[src/rtl/reset_seq_pkg.sv]
package reset_seq_pkg;

  typedef enum logic [1:0] {
    CAUSE_POR = 2'd0,
    CAUSE_BOR = 2'd1,
    CAUSE_EXT = 2'd2,
    CAUSE_WDT = 2'd3
  } rstCause_e;

  typedef enum logic [1:0] {
    ST_RUN   = 2'd0,
    ST_HOLD  = 2'd1,
    ST_COUNT = 2'd2
  } seqState_e;

  // control -> datapath strobes
  typedef struct packed {
    logic      seqLoad;
    logic      seqRun;
    rstCause_e loadSrc;
  } seqCmd_t;

endpackage

[src/rtl/reset_seq_dp.sv]
module reset_seq_dp
  import reset_seq_pkg::*;
#(
  parameter int POR_LEN     = 40,
  parameter int BOR_LEN     = 24,
  parameter int EXT_LEN     = 16,
  parameter int WDT_LEN     = 8,
  parameter int EXT_MIN_LOW = 20,
  parameter int SYNC_STAGES = 2
) (
  input  logic      clk,
  input  logic      porReq,
  input  logic      extRstN,
  input  logic      borDet,
  input  seqCmd_t   cmd,
  output logic      borSync,
  output logic      extQual,
  output logic      seqZero,
  output logic      dataKeep,
  output rstCause_e rstCause
);

  localparam int MAX_AB  = (POR_LEN > BOR_LEN) ? POR_LEN : BOR_LEN;
  localparam int MAX_CD  = (EXT_LEN > WDT_LEN) ? EXT_LEN : WDT_LEN;
  localparam int MAX_LEN = (MAX_AB > MAX_CD) ? MAX_AB : MAX_CD;
  localparam int SEQ_W   = $clog2(MAX_LEN + 1);
  localparam int LOW_W   = $clog2(EXT_MIN_LOW + 1);
  localparam int SYNC_N  = 2;
  // bit 0: pin (idles high), bit 1: brown-out (idles low)
  localparam logic [SYNC_N-1:0] SYNC_INIT = 2'b01;

  logic [SYNC_N-1:0] rawIn;
  logic [SYNC_N-1:0] syncOut;
  logic              extSync;
  logic [SEQ_W-1:0]  seqCnt;
  logic [LOW_W-1:0]  lowCnt;
  rstCause_e         causeReg;

  assign rawIn = {borDet, extRstN};

  for (genvar g = 0; g < SYNC_N; g++) begin : gSync
    logic [SYNC_STAGES-1:0] chain;
    always_ff @(posedge clk or posedge porReq) begin
      if (porReq) chain <= {SYNC_STAGES{SYNC_INIT[g]}};
      else        chain <= {chain[SYNC_STAGES-2:0], rawIn[g]};
    end
    assign syncOut[g] = chain[SYNC_STAGES-1];
  end

  assign extSync = syncOut[0];
  assign borSync = syncOut[1];

  function automatic logic [SEQ_W-1:0] lenOf(input rstCause_e src);
    case (src)
      CAUSE_POR: lenOf = SEQ_W'(POR_LEN - 1);
      CAUSE_BOR: lenOf = SEQ_W'(BOR_LEN - 1);
      CAUSE_EXT: lenOf = SEQ_W'(EXT_LEN - 1);
      default:   lenOf = SEQ_W'(WDT_LEN - 1);
    endcase
  endfunction

  // pin low-time qualification
  always_ff @(posedge clk or posedge porReq) begin
    if (porReq)                            lowCnt <= '0;
    else if (extSync)                      lowCnt <= '0;
    else if (lowCnt != LOW_W'(EXT_MIN_LOW)) lowCnt <= lowCnt + 1'b1;
  end

  assign extQual = !extSync && (lowCnt >= LOW_W'(EXT_MIN_LOW - 1));

  // release counter and cause register
  always_ff @(posedge clk or posedge porReq) begin
    if (porReq) begin
      seqCnt   <= lenOf(CAUSE_POR);
      causeReg <= CAUSE_POR;
    end else if (cmd.seqLoad) begin
      seqCnt   <= lenOf(cmd.loadSrc);
      causeReg <= cmd.loadSrc;
    end else if (cmd.seqRun && seqCnt != '0) begin
      seqCnt   <= seqCnt - 1'b1;
    end
  end

  assign seqZero  = (seqCnt == '0);
  assign rstCause = causeReg;
  assign dataKeep = (causeReg != CAUSE_POR);

endmodule

[src/rtl/reset_seq_ctrl.sv]
module reset_seq_ctrl
  import reset_seq_pkg::*;
(
  input  logic      clk,
  input  logic      porReq,
  input  logic      borEn,
  input  logic      borSync,
  input  logic      extQual,
  input  logic      wdtPulse,
  input  logic      seqZero,
  input  rstCause_e rstCause,
  output seqCmd_t   cmd,
  output logic      coreHalt,
  output logic      ioTristate,
  output logic      lowPower,
  output logic      loadDefaults
);

  seqState_e state, nextState;
  logic      ldReg;

  always_comb begin
    nextState   = state;
    cmd         = '0;
    cmd.loadSrc = CAUSE_WDT;
    if (borEn && borSync) begin
      nextState   = ST_HOLD;
      cmd.seqLoad = 1'b1;
      cmd.loadSrc = CAUSE_BOR;
    end else if (extQual) begin
      nextState   = ST_HOLD;
      cmd.seqLoad = 1'b1;
      cmd.loadSrc = CAUSE_EXT;
    end else if (wdtPulse) begin
      nextState   = ST_COUNT;
      cmd.seqLoad = 1'b1;
      cmd.loadSrc = CAUSE_WDT;
    end else begin
      case (state)
        ST_HOLD:  nextState = ST_COUNT;
        ST_COUNT: begin
          cmd.seqRun = 1'b1;
          if (seqZero) nextState = ST_RUN;
        end
        default:  nextState = ST_RUN;
      endcase
    end
  end

  always_ff @(posedge clk or posedge porReq) begin
    if (porReq) begin
      state <= ST_HOLD;
      ldReg <= 1'b1;
    end else begin
      state <= nextState;
      ldReg <= cmd.seqLoad;
    end
  end

  assign coreHalt     = (state != ST_RUN);
  assign ioTristate   = (state != ST_RUN);
  assign lowPower     = (state == ST_HOLD) && (rstCause == CAUSE_EXT);
  assign loadDefaults = ldReg;

endmodule

[src/rtl/reset_sequencer.sv]
module reset_sequencer
  import reset_seq_pkg::*;
#(
  parameter int POR_LEN     = 40,
  parameter int BOR_LEN     = 24,
  parameter int EXT_LEN     = 16,
  parameter int WDT_LEN     = 8,
  parameter int EXT_MIN_LOW = 20,
  parameter int SYNC_STAGES = 2
) (
  input  logic       clk,
  input  logic       porReq,
  input  logic       extRstN,
  input  logic       borDet,
  input  logic       borEn,
  input  logic       wdtPulse,
  output logic       coreHalt,
  output logic       ioTristate,
  output logic       lowPower,
  output logic       loadDefaults,
  output logic       dataKeep,
  output logic [1:0] rstCause
);

  seqCmd_t   cmd;
  logic      borSync, extQual, seqZero;
  rstCause_e causeSig;

  reset_seq_dp #(
    .POR_LEN(POR_LEN), .BOR_LEN(BOR_LEN), .EXT_LEN(EXT_LEN),
    .WDT_LEN(WDT_LEN), .EXT_MIN_LOW(EXT_MIN_LOW), .SYNC_STAGES(SYNC_STAGES)
  ) u_dp (
    .clk(clk), .porReq(porReq), .extRstN(extRstN), .borDet(borDet),
    .cmd(cmd), .borSync(borSync), .extQual(extQual), .seqZero(seqZero),
    .dataKeep(dataKeep), .rstCause(causeSig)
  );

  reset_seq_ctrl u_ctrl (
    .clk(clk), .porReq(porReq), .borEn(borEn), .borSync(borSync),
    .extQual(extQual), .wdtPulse(wdtPulse), .seqZero(seqZero),
    .rstCause(causeSig), .cmd(cmd), .coreHalt(coreHalt),
    .ioTristate(ioTristate), .lowPower(lowPower), .loadDefaults(loadDefaults)
  );

  assign rstCause = causeSig;

endmodule

[config.mk]
export PLATFORM = sky130hd
export DESIGN_NAME = reset_sequencer
export DESIGN_NICKNAME = d
export VERILOG_FILES = /design/src/rtl/reset_seq_pkg.sv /design/src/rtl/reset_seq_dp.sv /design/src/rtl/reset_seq_ctrl.sv /design/src/rtl/reset_sequencer.sv
export SDC_FILE = /design/constraint.sdc
export NUM_CORES = 1
export LEC_CHECK = 0
export BUFFER_PORTS_ARGS = -buffer_cell sky130_fd_sc_hd__buf_2
export CAP_MARGIN = 20
export CORE_MARGIN = 2
export CORE_UTILIZATION = 28
export CTS_CLUSTER_DIAMETER = 150
export DETAILED_ROUTE_END_ITERATION = 8
export GPL_TIMING_DRIVEN = 0
export PLACE_DENSITY = 0.56
export SLEW_MARGIN = 20
export SYNTH_ARGS = -nofsm -noshare
export SYNTH_HDL_FRONTEND = slang
export SYNTH_SLANG_ARGS = --single-unit
[constraint.sdc]
create_clock -name clk -period 2.33 [get_ports clk]
set_input_delay 0 -clock clk [delete_from_list [all_inputs] [get_ports clk]]
set_output_delay 0 -clock clk [all_outputs]
set_load 0.05 [all_outputs]
* Word level (Yosys, flattened, before mapping)
Index checks and enable logic that the tools add are counted.
Operators by class: reduce and logical (&&, ||, !) cells 12, add/subtract/negate cells 2, $lt $le $gt $ge 1, muxes and demuxes 19, eq/ne operators 7
Operator list (count):
- 6-bit one-hot mux with 3 select lines | 1
- 6-bit 2-to-1 mux | 2
- 2-bit 2-to-1 mux | 5
- 5-bit 2-to-1 mux | 2
- 1-bit 2-to-1 mux | 8
- 2-bit nonzero test | 4
- 2-bit == test (second input constant) | 3
- 6-bit zero test | 1
- 6-bit nonzero test | 1
- 6-bit by 1-bit subtractor with 6-bit output (second input constant) | 1
- 5-bit by 1-bit adder with 5-bit output (second input constant) | 1
- 5-bit >= comparator (second input constant) | 1
- 5-bit by 4-bit inequality test with 1-bit output (second input constant) | 1
- 5-bit inequality test (second input constant) | 1
- 2-bit by 1-bit == test with 1-bit output (second input constant) | 2
- 1-bit logical AND | 4
- 2-bit one-hot mux with 2 select lines | 1
- 2-bit zero test | 1
- 1-bit zero test | 1
Storage, ports and cells: bits of input ports 6, output and inout bits 7, register bits after elaboration 20, word-level logic and storage cells 48

* Depth between registers and ports, before layout
word-level depth 8, mapped depth 7, depth with buffers taken out 7

* Hierarchy
From an unflattened synthesis, not the netlist that was laid out.
Unflattened totals: cells, all modules 93, area total of the unflattened synthesis 1011.0 sq um
Modules (own cells, without submodules):
- reset_seq_dp | cells each 77, area an instance 840.8 sq um, times used 1, seq. area each 432.9 sq um
- reset_seq_ctrl | cells each 16, area an instance 170.2 sq um, times used 1, seq. area each 77.6 sq um

* Worst setup path after synthesis
Ideal clock, no wire load.
path type reg2out, start register u_dp.causeReg[1] (netlist: u_dp.rstCause[1]), end output lowPower, data arrival time 2245 ps, required time 2330 ps, buffers on the path 0, stages on the path, launching flop included 2, slack 85 ps, cells stage by stage dfrtp_1 > nor4bb_1
Between the ends: cells in the longest elaborated chain, start to end 2
Ends and longest elaborated chain:
- start, declared | RTL line reset_seq_dp.sv:37 | rstCause_e causeReg;
- start signal, assigned | RTL line reset_seq_dp.sv:78 | causeReg <= cmd.loadSrc;
- 2-bit == test | RTL line reset_seq_ctrl.sv:62 | assign lowPower = (state == ST_HOLD) && (rstCause == CAUSE_EXT);
- 1-bit logical AND | RTL line reset_seq_ctrl.sv:62
- end, declared | RTL line reset_sequencer.sv:19 | output logic lowPower,
Every way passes these cells.

==> reports/metrics.yaml <==
syn_area_per_cell_sq_um: 11.2
die_y_microns: 63.0
path_class: "register to register"
hp-class: "input pin to register"
cts_resized: 0
clock_skew_ps: 1.63
firstDrtPassIters: 4
cpMostUsedCell: "o22a_1"
worst_slack_ps: 334
crit_chain: "ha_1 -> a2111o_1 -> a21o_4 -> nor2_8 -> inv_4 -> o22a_1 -> o22a_1"
place_ws_ps: 360
yosysTopAreaCellShare_pct: 30.8
coreArea_sq_um: 3340
clock_latency_ps: 300
post-route-cell-area_sq_um: 1190
die-area_sq_um: 3970
final_hold_viol_count: 0
nets: 118
drc_errors: 0
tightestPinTransition_ps: 751
antenna_left: 0
vias: 695
worstPathRequired_ps: 2540
viasPerCell: 4.54
yosysSeqAreaShare_pct: 52.3
ys_ff_latch: 20
post_drt_wl_per_cell_microns: 11.3
cts.sinks: 20
setup_viol: 0
synth_edf_count: 0
cts.htree.levels: 1
grt-ovfl-total: 0
clockPowerShare_pct: 36.6
placed_area_sq_um: 1090
antenna_found_initial: 0
slowest_stage: "dfrtp_1"
routed_wirelength_microns: 1730
cts_root_buffer: "clkbuf_4"
yosys.area.top_type: "dfrtp_1"
async_flop_share_pct: 100
rsz0062_at_grt: "no"
synth_warnings: 0
fmax_mhz: 501
postCtsSetupBuffers: 0
numPortBuffers: 12
pwr-share-seq_pct: 49.8
syn_nets: 97
status: "completed"
switchingPower_uw: 189
dp.final_hpwl_microns: 1280
netlist_instances: 87
clk_pin_slew_worst_paths_ps: 110
synth_flop_cell: "dfrtp_1"
cts_buffer_depth: 2
powerDensity_nw_per_um2: 651
drive_gt1_share_pct: 30.8
combPwrFrac_pct: 13.5
nFillCells: 358
worstPathMaxFanout: 7
synth_top_cells_by_area: "dfrtp_1 (31%), dfstp_2 (22%), ha_1 (5.1%), inv_1 (2.7%), a21oi_1 (2.6%)"
fp.dieW_microns: 63.0
ir_drop_uv: 313
fin_tns_setup_ps: 0
syn_area_sq_um: 976
period_minus_slack_ps: 2000
antenna_cells: 0
p_sw_share_pct: 24.5
startpoint_type: "register"
yosysUniqueCellTypes: 39
area_growth_syn_to_layout_pct: 21.5
internal_power_uw: 583
ctsHoldBuffers: 4
start_util_pct: 29.2
maxCapViolations: 0
drtIter0Drc: 17
grt_usage_pct: 9.38
ios: 13
num_rows: 21
grt_pass1_vias: 686
slew_violations: 0
min_period_over_period_pct: 85.7
cp-end-kind: "register"
worstPathArrival_ps: 2200
grt_max_degree: 21
gp_congestion: 0.674
grt_pass1_wl_microns: 3020
numCtsBuffers: 3
power_leakage_uw: 0.000539
cts_tree: "done"
cpPeakStageDelay_ps: 450
slew_headroom_pct: 49.9
[flip-flops by register name, summed over array words and instances (netlist names)]
name	cells
u_dp.seqCnt	6
u_ctrl.state	2
u_dp.rstCause	2
u_dp.gSync.chain	4
u_dp.lowCnt	5
u_ctrl.loadDefaults	1
[area by class of cell]
cell class	count	area, sq um	share of cell area, %
Sequential cell	20	510	43.0
Multi-Input combinational cell	58	425	35.9
Timing Repair Buffer	16	100	8.44
Tap cell	46	57.6	4.85
Inverter	8	32.5	2.74
Clock inverter	1	30.0	2.53
Clock buffer	3	22.5	1.90
Buffer	1	7.51	0.633
[worst paths after layout]
| kind | slack, ps | end | startpoint | cells after the start |
|---|---|---|---|---|
| worst max-delay path | 330 | u_dp.seqCnt[4] | u_dp.lowCnt[0] | 7 |
| worst min register to register | 360 | u_dp.gSync[1].chain[1] | u_dp.gSync[1].chain[0] | 0 |
| worst max register to register | 330 | u_dp.seqCnt[4] | u_dp.lowCnt[0] | 7 |
| max in group asynchronous | 1510 | u_ctrl.state[1] | porReq | 3 |
| worst min-delay path | 140 | u_dp.rstCause[1] | borEn | 3 |
| min in group asynchronous | 360 | u_dp.gSync[1].chain[0] | porReq | 3 |
[power by group through the flow]
| stage | Combinational, uW | Clock (uW) | Sequential, uW |
|---|---|---|---|
| after floorplan | 67.3 | 0 | 396 |
| after global placement | 96.5 | 0 | 389 |
| after detailed placement | 100 | 0 | 391 |
| after CTS | 106 | 293 | 385 |
| after global routing | 115 | 308 | 388 |
| final | 104 | 283 | 385 |
[stage by stage]
stage	total power (uW)	hold slack, ps	std cells	util, %
floorplan	464	-42.1	87	-
global route	811	173	153	35.5
finish	772	138	153	35.5
global placement	486	106	145	32.8
detailed placement	491	110	145	32.8
CTS	783	143	153	35.5
[cell families (layout without fill, tap and decap cells)]
family          count (synthesis)  after routing  share of synthesized area (%)
fa+ha+maj                       4              4                           5.13
buf+inv                         9             29                           4.10
compound gates                 20             20                           15.6
xor+xnor                        4              4                           3.59
flops                          20             20                           52.3
simple gates                   30             30                           19.2
[worst max-delay path: cells and delay by family (launching register included)]
| kind | cells | cell delay (ps) |
|---|---|---|
| AOI/OAI and AO/OA | 4 | 1010 |
| adders and majority gates | 1 | 270 |
| buffers and inverters | 1 | 60 |
| DFF | 1 | 450 |
| and+or+nand+nor | 1 | 110 |
[synthesized netlist by cell type (2+ instances only)]
| cell type | count |
|---|---|
| nand2b_1 | 2 |
| xnor2_1 | 2 |
| o21ai_0 | 2 |
| nor2_1 | 4 |
| nand2_1 | 5 |
| ha_1 | 4 |
| dfrtp_1 | 12 |
| nor3_1 | 2 |
| nand3_1 | 2 |
| or2_2 | 2 |
| dfstp_2 | 8 |
| inv_1 | 7 |
| nor3b_1 | 2 |
| a21oi_1 | 5 |
| xor2_1 | 2 |
| and3_1 | 2 |
| o22a_1 | 2 |
[per-layer routing]
layer / up-vias / track usage (%) / wire [microns] / part of all wire, %
met2: 15 / 15.4 / 786 / 45
met3: 3 / 2.16 / 65 / 3.8
met5: - / 0 / 0 / 0
li1: 344 / - / - / -
met4: 0 / 2.50 / 6 / 0.35
met1: 333 / 12.3 / 872 / 50
[cells in the final DEF, fill, tap and decap left out, drive strengths merged, types with 2 or more instances in the layout]
cell type / synthesis / final
and3: 2 / 2
xor2: 2 / 2
ha: 4 / 4
nor3: 2 / 2
dfrtp: 12 / 12
nor2: 5 / 5
o21ai: 2 / 2
buf: 1 / 13
nand2: 5 / 5
or2: 2 / 2
xnor2: 2 / 2
nand3: 2 / 2
a21oi: 5 / 5
inv: 8 / 8
o22a: 2 / 2
dfstp: 8 / 8
clkbuf: 0 / 3
nor3b: 2 / 2
dlygate4sd3: 0 / 4
nand2b: 2 / 2
Power figures use the tool's default switching activity.
